<file path="config.mk">
export PLATFORM = sky130hd
export DESIGN_NAME = rvc_expander
export DESIGN_NICKNAME = d
export VERILOG_FILES = /design/src/rtl/rvc_pkg.sv /design/src/rtl/rvc_q0_dec.sv /design/src/rtl/rvc_q1_dec.sv /design/src/rtl/rvc_q2_dec.sv /design/src/rtl/rvc_expander.sv
export SDC_FILE = /design/constraint.sdc
export NUM_CORES = 1
export LEC_CHECK = 0
export ABC_CLOCK_PERIOD_IN_PS = 4240
export BUFFER_PORTS_ARGS = -buffer_cell sky130_fd_sc_hd__buf_2
export CAP_MARGIN = 20
export CORE_ASPECT_RATIO = 0.8
export CORE_MARGIN = 10
export CORE_UTILIZATION = 58
export DETAILED_ROUTE_END_ITERATION = 8
export PLACE_DENSITY = 0.94
export SYNTH_ARGS = -nofsm -noshare
export SYNTH_HDL_FRONTEND = slang
export SYNTH_SLANG_ARGS = --single-unit
</file>
<file path="constraint.sdc">
create_clock -name vclk -period 4.24
set_input_delay 0.212 -clock vclk [all_inputs]
set_output_delay 0.212 -clock vclk [all_outputs]
set_load 0.01 [all_outputs]
</file>
<file path="src/rtl/rvc_pkg.sv">
package rvc_pkg;

  localparam logic [6:0] OPC_LOAD     = 7'b0000011;
  localparam logic [6:0] OPC_LOAD_FP  = 7'b0000111;
  localparam logic [6:0] OPC_OP_IMM   = 7'b0010011;
  localparam logic [6:0] OPC_OP_IMM32 = 7'b0011011;
  localparam logic [6:0] OPC_STORE    = 7'b0100011;
  localparam logic [6:0] OPC_STORE_FP = 7'b0100111;
  localparam logic [6:0] OPC_OP       = 7'b0110011;
  localparam logic [6:0] OPC_LUI      = 7'b0110111;
  localparam logic [6:0] OPC_OP32     = 7'b0111011;
  localparam logic [6:0] OPC_BRANCH   = 7'b1100011;
  localparam logic [6:0] OPC_JALR     = 7'b1100111;
  localparam logic [6:0] OPC_JAL      = 7'b1101111;

  localparam logic [31:0] WORD_EBREAK = 32'h0010_0073;

  localparam logic [2:0] F3_ADD  = 3'b000;
  localparam logic [2:0] F3_SLL  = 3'b001;
  localparam logic [2:0] F3_WORD = 3'b010;
  localparam logic [2:0] F3_DBL  = 3'b011;
  localparam logic [2:0] F3_XOR  = 3'b100;
  localparam logic [2:0] F3_SR   = 3'b101;
  localparam logic [2:0] F3_OR   = 3'b110;
  localparam logic [2:0] F3_AND  = 3'b111;

  localparam logic [6:0] F7_ALT  = 7'b0100000;

  localparam logic [4:0] REG_ZERO = 5'd0;
  localparam logic [4:0] REG_RA   = 5'd1;
  localparam logic [4:0] REG_SP   = 5'd2;

  // Result of one quadrant decoder
  typedef struct packed {
    logic [31:0] word;
    logic        bad;
  } xlat_t;

  // Short register field: x8..x15
  function automatic logic [4:0] prime_reg(input logic [2:0] p);
    return {2'b01, p};
  endfunction

  function automatic logic [31:0] fmt_i(input logic [11:0] imm, input logic [4:0] rs1,
                                        input logic [2:0] f3, input logic [4:0] rd,
                                        input logic [6:0] op);
    return {imm, rs1, f3, rd, op};
  endfunction

  function automatic logic [31:0] fmt_s(input logic [11:0] imm, input logic [4:0] rs2,
                                        input logic [4:0] rs1, input logic [2:0] f3,
                                        input logic [6:0] op);
    return {imm[11:5], rs2, rs1, f3, imm[4:0], op};
  endfunction

  function automatic logic [31:0] fmt_r(input logic [6:0] f7, input logic [4:0] rs2,
                                        input logic [4:0] rs1, input logic [2:0] f3,
                                        input logic [4:0] rd, input logic [6:0] op);
    return {f7, rs2, rs1, f3, rd, op};
  endfunction

  function automatic logic [31:0] fmt_b(input logic [12:0] imm, input logic [4:0] rs1,
                                        input logic [2:0] f3);
    return {imm[12], imm[10:5], REG_ZERO, rs1, f3, imm[4:1], imm[11], OPC_BRANCH};
  endfunction

  function automatic logic [31:0] fmt_j(input logic [20:0] imm, input logic [4:0] rd);
    return {imm[20], imm[10:1], imm[11], imm[19:12], rd, OPC_JAL};
  endfunction

  function automatic logic [31:0] fmt_u(input logic [19:0] imm, input logic [4:0] rd);
    return {imm, rd, OPC_LUI};
  endfunction

endpackage

</file>
<file path="src/rtl/rvc_q0_dec.sv">
module rvc_q0_dec
  import rvc_pkg::*;
#(
  parameter bit WIDE = 1'b0
) (
  input  logic [15:2] c,
  output xlat_t       res
);

  logic [4:0]  rs1p;
  logic [4:0]  rdp;
  logic [9:0]  spn_imm;
  logic [11:0] w_off;
  logic [11:0] d_off;

  assign rs1p    = prime_reg(c[9:7]);
  assign rdp     = prime_reg(c[4:2]);
  assign spn_imm = {c[10:7], c[12:11], c[5], c[6], 2'b00};
  assign w_off   = {5'b0, c[5], c[12:10], c[6], 2'b00};
  assign d_off   = {4'b0, c[6:5], c[12:10], 3'b000};

  always_comb begin
    res.word = '0;
    res.bad  = 1'b0;
    unique case (c[15:13])
      3'b000: begin
        res.word = fmt_i({2'b00, spn_imm}, REG_SP, F3_ADD, rdp, OPC_OP_IMM);
        res.bad  = (spn_imm == '0);
      end
      3'b001: res.word = fmt_i(d_off, rs1p, F3_DBL, rdp, OPC_LOAD_FP);
      3'b010: res.word = fmt_i(w_off, rs1p, F3_WORD, rdp, OPC_LOAD);
      3'b011: res.word = WIDE ? fmt_i(d_off, rs1p, F3_DBL, rdp, OPC_LOAD)
                              : fmt_i(w_off, rs1p, F3_WORD, rdp, OPC_LOAD_FP);
      3'b100: res.bad  = 1'b1;
      3'b101: res.word = fmt_s(d_off, rdp, rs1p, F3_DBL, OPC_STORE_FP);
      3'b110: res.word = fmt_s(w_off, rdp, rs1p, F3_WORD, OPC_STORE);
      3'b111: res.word = WIDE ? fmt_s(d_off, rdp, rs1p, F3_DBL, OPC_STORE)
                              : fmt_s(w_off, rdp, rs1p, F3_WORD, OPC_STORE_FP);
      default: res.bad = 1'b1;
    endcase
  end

endmodule

</file>
<file path="src/rtl/rvc_q1_dec.sv">
module rvc_q1_dec
  import rvc_pkg::*;
#(
  parameter bit WIDE = 1'b0
) (
  input  logic [15:2] c,
  output xlat_t       res
);

  logic [4:0]  rd;
  logic [4:0]  rdp;
  logic [4:0]  rs2p;
  logic [5:0]  imm6;
  logic [11:0] imm6_sx;
  logic [11:0] jmp_raw;
  logic [20:0] jmp_sx;
  logic [8:0]  br_raw;
  logic [12:0] br_sx;
  logic [9:0]  sp16;
  logic [11:0] sp16_sx;
  logic [19:0] lui_sx;
  logic [11:0] shift_imm;

  assign rd        = c[11:7];
  assign rdp       = prime_reg(c[9:7]);
  assign rs2p      = prime_reg(c[4:2]);
  assign imm6      = {c[12], c[6:2]};
  assign imm6_sx   = {{6{imm6[5]}}, imm6};
  assign jmp_raw   = {c[12], c[8], c[10:9], c[6], c[7], c[2], c[11], c[5:3], 1'b0};
  assign jmp_sx    = {{9{jmp_raw[11]}}, jmp_raw};
  assign br_raw    = {c[12], c[6:5], c[2], c[11:10], c[4:3], 1'b0};
  assign br_sx     = {{4{br_raw[8]}}, br_raw};
  assign sp16      = {c[12], c[4:3], c[5], c[2], c[6], 4'b0000};
  assign sp16_sx   = {{2{sp16[9]}}, sp16};
  assign lui_sx    = {{14{imm6[5]}}, imm6};
  // srai carries the alternate bit; shift amount spans six bits
  assign shift_imm = {1'b0, c[10], 4'b0000, c[12], c[6:2]};

  always_comb begin
    res.word = '0;
    res.bad  = 1'b0;
    unique case (c[15:13])
      3'b000: res.word = fmt_i(imm6_sx, rd, F3_ADD, rd, OPC_OP_IMM);
      3'b001: begin
        if (WIDE) begin
          res.word = fmt_i(imm6_sx, rd, F3_ADD, rd, OPC_OP_IMM32);
          res.bad  = (rd == REG_ZERO);
        end else begin
          res.word = fmt_j(jmp_sx, REG_RA);
        end
      end
      3'b010: begin
        res.word = fmt_i(imm6_sx, REG_ZERO, F3_ADD, rd, OPC_OP_IMM);
        res.bad  = (rd == REG_ZERO);
      end
      3'b011: begin
        if (rd == REG_SP) begin
          res.word = fmt_i(sp16_sx, REG_SP, F3_ADD, REG_SP, OPC_OP_IMM);
          res.bad  = (sp16 == '0);
        end else begin
          res.word = fmt_u(lui_sx, rd);
          res.bad  = (imm6 == '0);
        end
      end
      3'b100: begin
        unique case (c[11:10])
          2'b00, 2'b01: begin
            res.word = fmt_i(shift_imm, rdp, F3_SR, rdp, OPC_OP_IMM);
            res.bad  = !WIDE && c[12];
          end
          2'b10: res.word = fmt_i(imm6_sx, rdp, F3_AND, rdp, OPC_OP_IMM);
          default: begin
            if (!c[12]) begin
              unique case (c[6:5])
                2'b00:   res.word = fmt_r(F7_ALT, rs2p, rdp, F3_ADD, rdp, OPC_OP);
                2'b01:   res.word = fmt_r(7'b0, rs2p, rdp, F3_XOR, rdp, OPC_OP);
                2'b10:   res.word = fmt_r(7'b0, rs2p, rdp, F3_OR, rdp, OPC_OP);
                default: res.word = fmt_r(7'b0, rs2p, rdp, F3_AND, rdp, OPC_OP);
              endcase
            end else begin
              res.word = fmt_r(c[5] ? 7'b0 : F7_ALT, rs2p, rdp, F3_ADD, rdp, OPC_OP32);
              res.bad  = !WIDE || c[6];
            end
          end
        endcase
      end
      3'b101: res.word = fmt_j(jmp_sx, REG_ZERO);
      3'b110: res.word = fmt_b(br_sx, rdp, F3_ADD);
      3'b111: res.word = fmt_b(br_sx, rdp, F3_SLL);
      default: res.bad = 1'b1;
    endcase
  end

endmodule

</file>
<file path="src/rtl/rvc_q2_dec.sv">
module rvc_q2_dec
  import rvc_pkg::*;
#(
  parameter bit WIDE = 1'b0
) (
  input  logic [15:2] c,
  output xlat_t       res
);

  logic [4:0]  rd;
  logic [4:0]  rs2;
  logic [11:0] ld_w;
  logic [11:0] ld_d;
  logic [11:0] st_w;
  logic [11:0] st_d;
  logic [11:0] sh_imm;

  assign rd     = c[11:7];
  assign rs2    = c[6:2];
  assign ld_w   = {4'b0, c[3:2], c[12], c[6:4], 2'b00};
  assign ld_d   = {3'b0, c[4:2], c[12], c[6:5], 3'b000};
  assign st_w   = {4'b0, c[8:7], c[12:9], 2'b00};
  assign st_d   = {3'b0, c[9:7], c[12:10], 3'b000};
  assign sh_imm = {6'b0, c[12], c[6:2]};

  always_comb begin
    res.word = '0;
    res.bad  = 1'b0;
    unique case (c[15:13])
      3'b000: begin
        res.word = fmt_i(sh_imm, rd, F3_SLL, rd, OPC_OP_IMM);
        res.bad  = !WIDE && c[12];
      end
      3'b001: res.word = fmt_i(ld_d, REG_SP, F3_DBL, rd, OPC_LOAD_FP);
      3'b010: begin
        res.word = fmt_i(ld_w, REG_SP, F3_WORD, rd, OPC_LOAD);
        res.bad  = (rd == REG_ZERO);
      end
      3'b011: begin
        if (WIDE) begin
          res.word = fmt_i(ld_d, REG_SP, F3_DBL, rd, OPC_LOAD);
          res.bad  = (rd == REG_ZERO);
        end else begin
          res.word = fmt_i(ld_w, REG_SP, F3_WORD, rd, OPC_LOAD_FP);
        end
      end
      3'b100: begin
        if (!c[12]) begin
          if (rs2 == REG_ZERO) begin
            res.word = fmt_i(12'd0, rd, F3_ADD, REG_ZERO, OPC_JALR);
            res.bad  = (rd == REG_ZERO);
          end else begin
            res.word = fmt_r(7'b0, rs2, REG_ZERO, F3_ADD, rd, OPC_OP);
          end
        end else if (rs2 == REG_ZERO) begin
          res.word = (rd == REG_ZERO) ? WORD_EBREAK
                                      : fmt_i(12'd0, rd, F3_ADD, REG_RA, OPC_JALR);
        end else begin
          res.word = fmt_r(7'b0, rs2, rd, F3_ADD, rd, OPC_OP);
        end
      end
      3'b101: res.word = fmt_s(st_d, rs2, REG_SP, F3_DBL, OPC_STORE_FP);
      3'b110: res.word = fmt_s(st_w, rs2, REG_SP, F3_WORD, OPC_STORE);
      3'b111: res.word = WIDE ? fmt_s(st_d, rs2, REG_SP, F3_DBL, OPC_STORE)
                              : fmt_s(st_w, rs2, REG_SP, F3_WORD, OPC_STORE_FP);
      default: res.bad = 1'b1;
    endcase
  end

endmodule

</file>
<file path="src/rtl/rvc_expander.sv">
module rvc_expander
  import rvc_pkg::*;
#(
  parameter int unsigned XLEN = 32
) (
  input  logic [31:0] in_word,
  output logic [31:0] out_word,
  output logic        out_illegal,
  output logic        out_compressed
);

  localparam bit WIDE    = (XLEN == 64);
  localparam int NQUAD   = 3;

  xlat_t quad_res [NQUAD];

  generate
    for (genvar q = 0; q < NQUAD; q++) begin : g_quad
      if (q == 0) begin : g_q0
        rvc_q0_dec #(.WIDE(WIDE)) u_dec (.c(in_word[15:2]), .res(quad_res[q]));
      end else if (q == 1) begin : g_q1
        rvc_q1_dec #(.WIDE(WIDE)) u_dec (.c(in_word[15:2]), .res(quad_res[q]));
      end else begin : g_q2
        rvc_q2_dec #(.WIDE(WIDE)) u_dec (.c(in_word[15:2]), .res(quad_res[q]));
      end
    end
  endgenerate

  xlat_t sel;

  always_comb begin
    unique case (in_word[1:0])
      2'b00:   sel = quad_res[0];
      2'b01:   sel = quad_res[1];
      2'b10:   sel = quad_res[2];
      default: sel = '{word: in_word, bad: 1'b0};
    endcase
  end

  assign out_compressed = (in_word[1:0] != 2'b11);
  assign out_illegal    = sel.bad;
  assign out_word       = sel.bad ? {16'h0000, in_word[15:0]} : sel.word;

endmodule

</file>
# == Word level (Yosys, flattened, before mapping) ==
# Index checks and enable logic that the tools add are counted.
# op_classes
muxes,21
n_reduce_logical,10
n_eq_ne,15
# op_table
operator,n
$pmux 32 s8,2
$pmux 30 s7,1
$pmux 33 s3,1
$mux 32,3
$pmux 31 s3,1
$pmux 32 s2,1
$mux 31,1
$mux 30,1
$mux 25,1
$mux 21,1
$logic_not 10->1,2
$eq 3x3->1 const B,4
$logic_not 5->1,2
$eq 2x1->1 const B,3
$eq 2x2->1 const B,3
$eq 3x2->1 const B,2
$logic_not 2->1,3
$logic_not 6->1,1
$mux 6,1
$pmux 1 s3,2
$eq 5x2->1 const B,1
$pmux 1 s2,2
$eq 3x1->1 const B,1
$logic_not 3->1,1
3 further kinds,5
# word_totals
reg_bits,0
inputBits,32
word_cells,46

# == Longest topological paths before layout ==
# depth
depth_word,7
mapped_depth,11

# == Modules after synthesis ==
# A second synthesis with hierarchy kept.
# unflattened
cells_unflattened,345
hier_area_um2,2680.1
# by_module_without_submodules
module,cells_each,seq_area_each_um2,area_each_um2,n_inst
rvc_expander,101,0.0,1238.7,1
rvc_q1_dec,128,0.0,721.9,1
rvc_q2_dec,64,0.0,399.1,1
rvc_q0_dec,52,0.0,320.3,1

# == Least setup slack after synthesis ==
# OpenSTA, ideal clock, no wires.
# synth_path
path_type,input-to-output
from,input port in_word[1]
to,output port out_word[0]
path_slack_ns,2.110
t_arrival_ns,1.918
path_stages,9
n_path_buf,1
required_time_ns,4.028
cell_sequence,inv_1 ha_1 clkbuf_1 nand4b_1 nor4_1 a311oi_2 o2111ai_2 or4_1 a21boi_0
# synth_via
elab_chain_len,3
elab_cells_between_ends,5
classes_between,eq/ne: 2; mux: 2; reduce/logical: 1
# synth_lines
element,line_no,source
"start, declared",rvc_expander.sv:6,"input logic [31:0] in_word,"
"$eq 2x2->1, or another cell as far along",rvc_expander.sv:32,unique case (in_word[1:0])
$pmux 33 s3 *,rvc_expander.sv:32,
$mux 32 *,rvc_expander.sv:42,"assign out_word = sel.bad ? {16'h0000, in_word[15:0]} : sel.word;"
"end, declared",rvc_expander.sv:7,"output logic [31:0] out_word,"
# Mark *: on every way between the ends. The rest lies on a longest branch, timed or not.

# == Worst setup path in the final report ==
# layout_path
from,input port in_word[1]
to,output port out_word[1]
# layout_via
elab_chain_len,3
elab_cells_between_ends,5
classes_between,eq/ne: 2; mux: 2; reduce/logical: 1
# layout_lines
element,line_no
"$eq 2x2->1, or another cell as far along",rvc_expander.sv:32
$pmux 33 s3,rvc_expander.sv:32
$mux 32 *,rvc_expander.sv:42
# Marks and branches as above.

==> reports/summary.txt <==
Peak Freq: 326 MHz
post-CTS setup buffers: 0
full die area: 6110 um2
Seq/Total Area, Yosys: 0%
grt met1 use: 33.0%
RSZ-0062 raised after global routing: false
Tmin final: 3.07 ns
filler cell count in the final layout: 306
DP Wirelength: 6390 um
setup ws final: 1.17 ns
busiest grt layer: met2
# DRC: 0
vias in the first global route: 2901
pre-CTS setup slack: 1.26 ns
drt pass-1 iters: 6
sequential power share: 0%
Hold Startpoint: in_word[29]
drt wl/cell: 21.0 um
Internal: 0.0951 mW
hold path depth: 4
initial DRC count: 641
WHS: 0.719 ns
Nets: 422
Syn Inst Count: 348
Critical Path Stages: 9
slowest stage delay, CP: 0.68 ns
Hold Fails Final Rpt: 0
top cell type's share of synthesized area: 11.0%
# clk buffers: 0
global-route track usage on met3: 8.82%
startpoint class of the critical path: input port
grt ovf: 0
Vias/cell: 7.40
fin. max-slew vios: 0
vias: 3132
Comb power frac: 100.0%
Pwr Density: 123 nW/um2
most common cell after layout, fill and taps aside: buf_2
Synth area leaders: o21ai_0 (11%), nand2_1 (9.2%), a21oi_1 (7.4%)
largest net degree at the start of global routing: 32
crit path DAT: 2.86 ns
Max FO, Critical Path: 20
Post-DRT Antenna Nets: 0
CP dominant cell by count: buf_2
synthesis-to-finish area growth: 13.0%
CP max stage cell: or4_1
core area: 3150 um2
Initial Utilization: 62.1%
antenna violations before repair: 0
peak supply drop: 0.0905 mV
port bufs: 66
PostCTS Resize Cnt: 0
Switching Share: 65.0%
Buffers & Inverters on Critical Path: 3
global-route wire length before repair: 14200 um
clock share of power: 0%
total negative slack: 0 ns
leak pwr: 0.923 nW
Post-Syn Nets: 385
NetSw: 0.177 mW
Worst Hold Path EP: out_word[29]
status: finished, final reports clean
ant diodes: 0
die height: 72.0 um
period utilisation layout: 72.4%
Worst EP required: 4.03 ns
Max Cap Viol: 0
share of cells above drive strength 1: 21.7%
Die X-Extent: 84.9 um
Crit Path Class: input port to primary output
Top Ports: 66
FP Rows: 18
yosys warns: 0
Hold Crit Class: input port to primary output
crit-path leading delay family: simple AND/OR/NAND/NOR gates
GRT Overall Usage: 26.5%
Slew @ Worst Pin: 0.835 ns
most frequent cells in the layout: buf_2 (66), nand2_1 (48), o21ai_0 (43)
drt total wl: 8870 um
syn avg cell area: 5.62 um2
Relative slew margins: 44.3%
crit end category: primary output
post-synthesis cell type count: 59
Yosys top cell by area: o21ai_0
# setup viols final: 0
post-synthesis cell area: 1960 um2
critical path cell sequence: buf_2 -> inv_1 -> ha_1 -> and2_1 -> a311oi_2 -> o2111ai_2 -> or4_1 -> a21boi_0 -> buf_2
M2 GR Usage: 40.1%
area occupied by registers: 0 um2
CTS Hold Bufs: 0
number of sequential cells: 0
placer congestion estimate: 1.10
layer usage:
metal  routed length, um  vias up
li1                    -     1369
met1                3190     1340
met2                3620      335
met3                1570       88
met4                 497        0
met5                   0        -
worst max path at each step:
stage           startpoint            to  slack (ns)
2_1_floorplan   in_word[1]   out_word[0]        2.11
3_3_place_gp    in_word[1]   out_word[0]        1.28
3_5_place_dp   in_word[10]  out_word[13]        1.26
4_1_cts         in_word[1]   out_word[1]        1.25
5_1_grt         in_word[1]  out_word[13]        0.99
6_report        in_word[1]   out_word[1]        1.17
per-stage QoR:
stage | area (um2) | power (mW) | utilization [%] | instances
2_1_floorplan | 1960 | 0.171 | - | 348
3_5_place_dp | 2210 | 0.260 | 70.2 | 423
3_3_place_gp | 2210 | 0.258 | 70.2 | 423
4_1_cts | 2210 | 0.261 | 70.2 | 423
5_1_grt | 2210 | 0.293 | 70.2 | 423
6_report | 2210 | 0.272 | 70.2 | 423
cell families (layout without fill, tap and decap cells):
group	count (synthesis)	after routing	share of synthesized area (%)
simple gates	141	141	34.8
buf+inv	51	86	11.6
compound gates	149	149	49.4
fa+ha+maj	5	5	3.20
mux	2	2	1.02
tightest hold or removal path, cell delays in order:
cell and delay, ns:
buf_2 0.08, nand2_1 0.04, o21ai_0 0.05, buf_2 0.13
cell usage after synthesis, types with 3 or more instances:
library cell and instances:
inv_1 13, a21oi_1 29, a2bb2oi_1 3, nand3_1 11, a22oi_1 7, nand2_1 48
o211ai_1 9, buf_6 3, o32ai_1 3, buf_2 8, clkbuf_1 22, o21ai_0 43
o22ai_1 8, or3_1 3, nor4_1 4, nand2b_1 5, ha_1 5, nand4_1 3
nor2_1 33, nor3_1 11, o31ai_1 3, a31oi_1 8, a21boi_0 6, buf_1 3
and3_1 3, nor2b_1 7
area by class of cell:
cell class	instances	area, um2	share of cell area (%)
multi-input combinational	297	1730	78.2
tap	40	50.0	2.26
timing repair buffer	73	383	17.3
inverter	13	48.8	2.21
power groups by stage:
stage,registers (mW),clock network [mW],logic (mW)
final,0,0,0.272
after global routing,0,0,0.293
after CTS,0,0,0.261
after detailed placement,0,0,0.260
after global placement,0,0,0.258
after floorplan,0,0,0.171
Note: power is estimated with default switching activity, not from simulation.
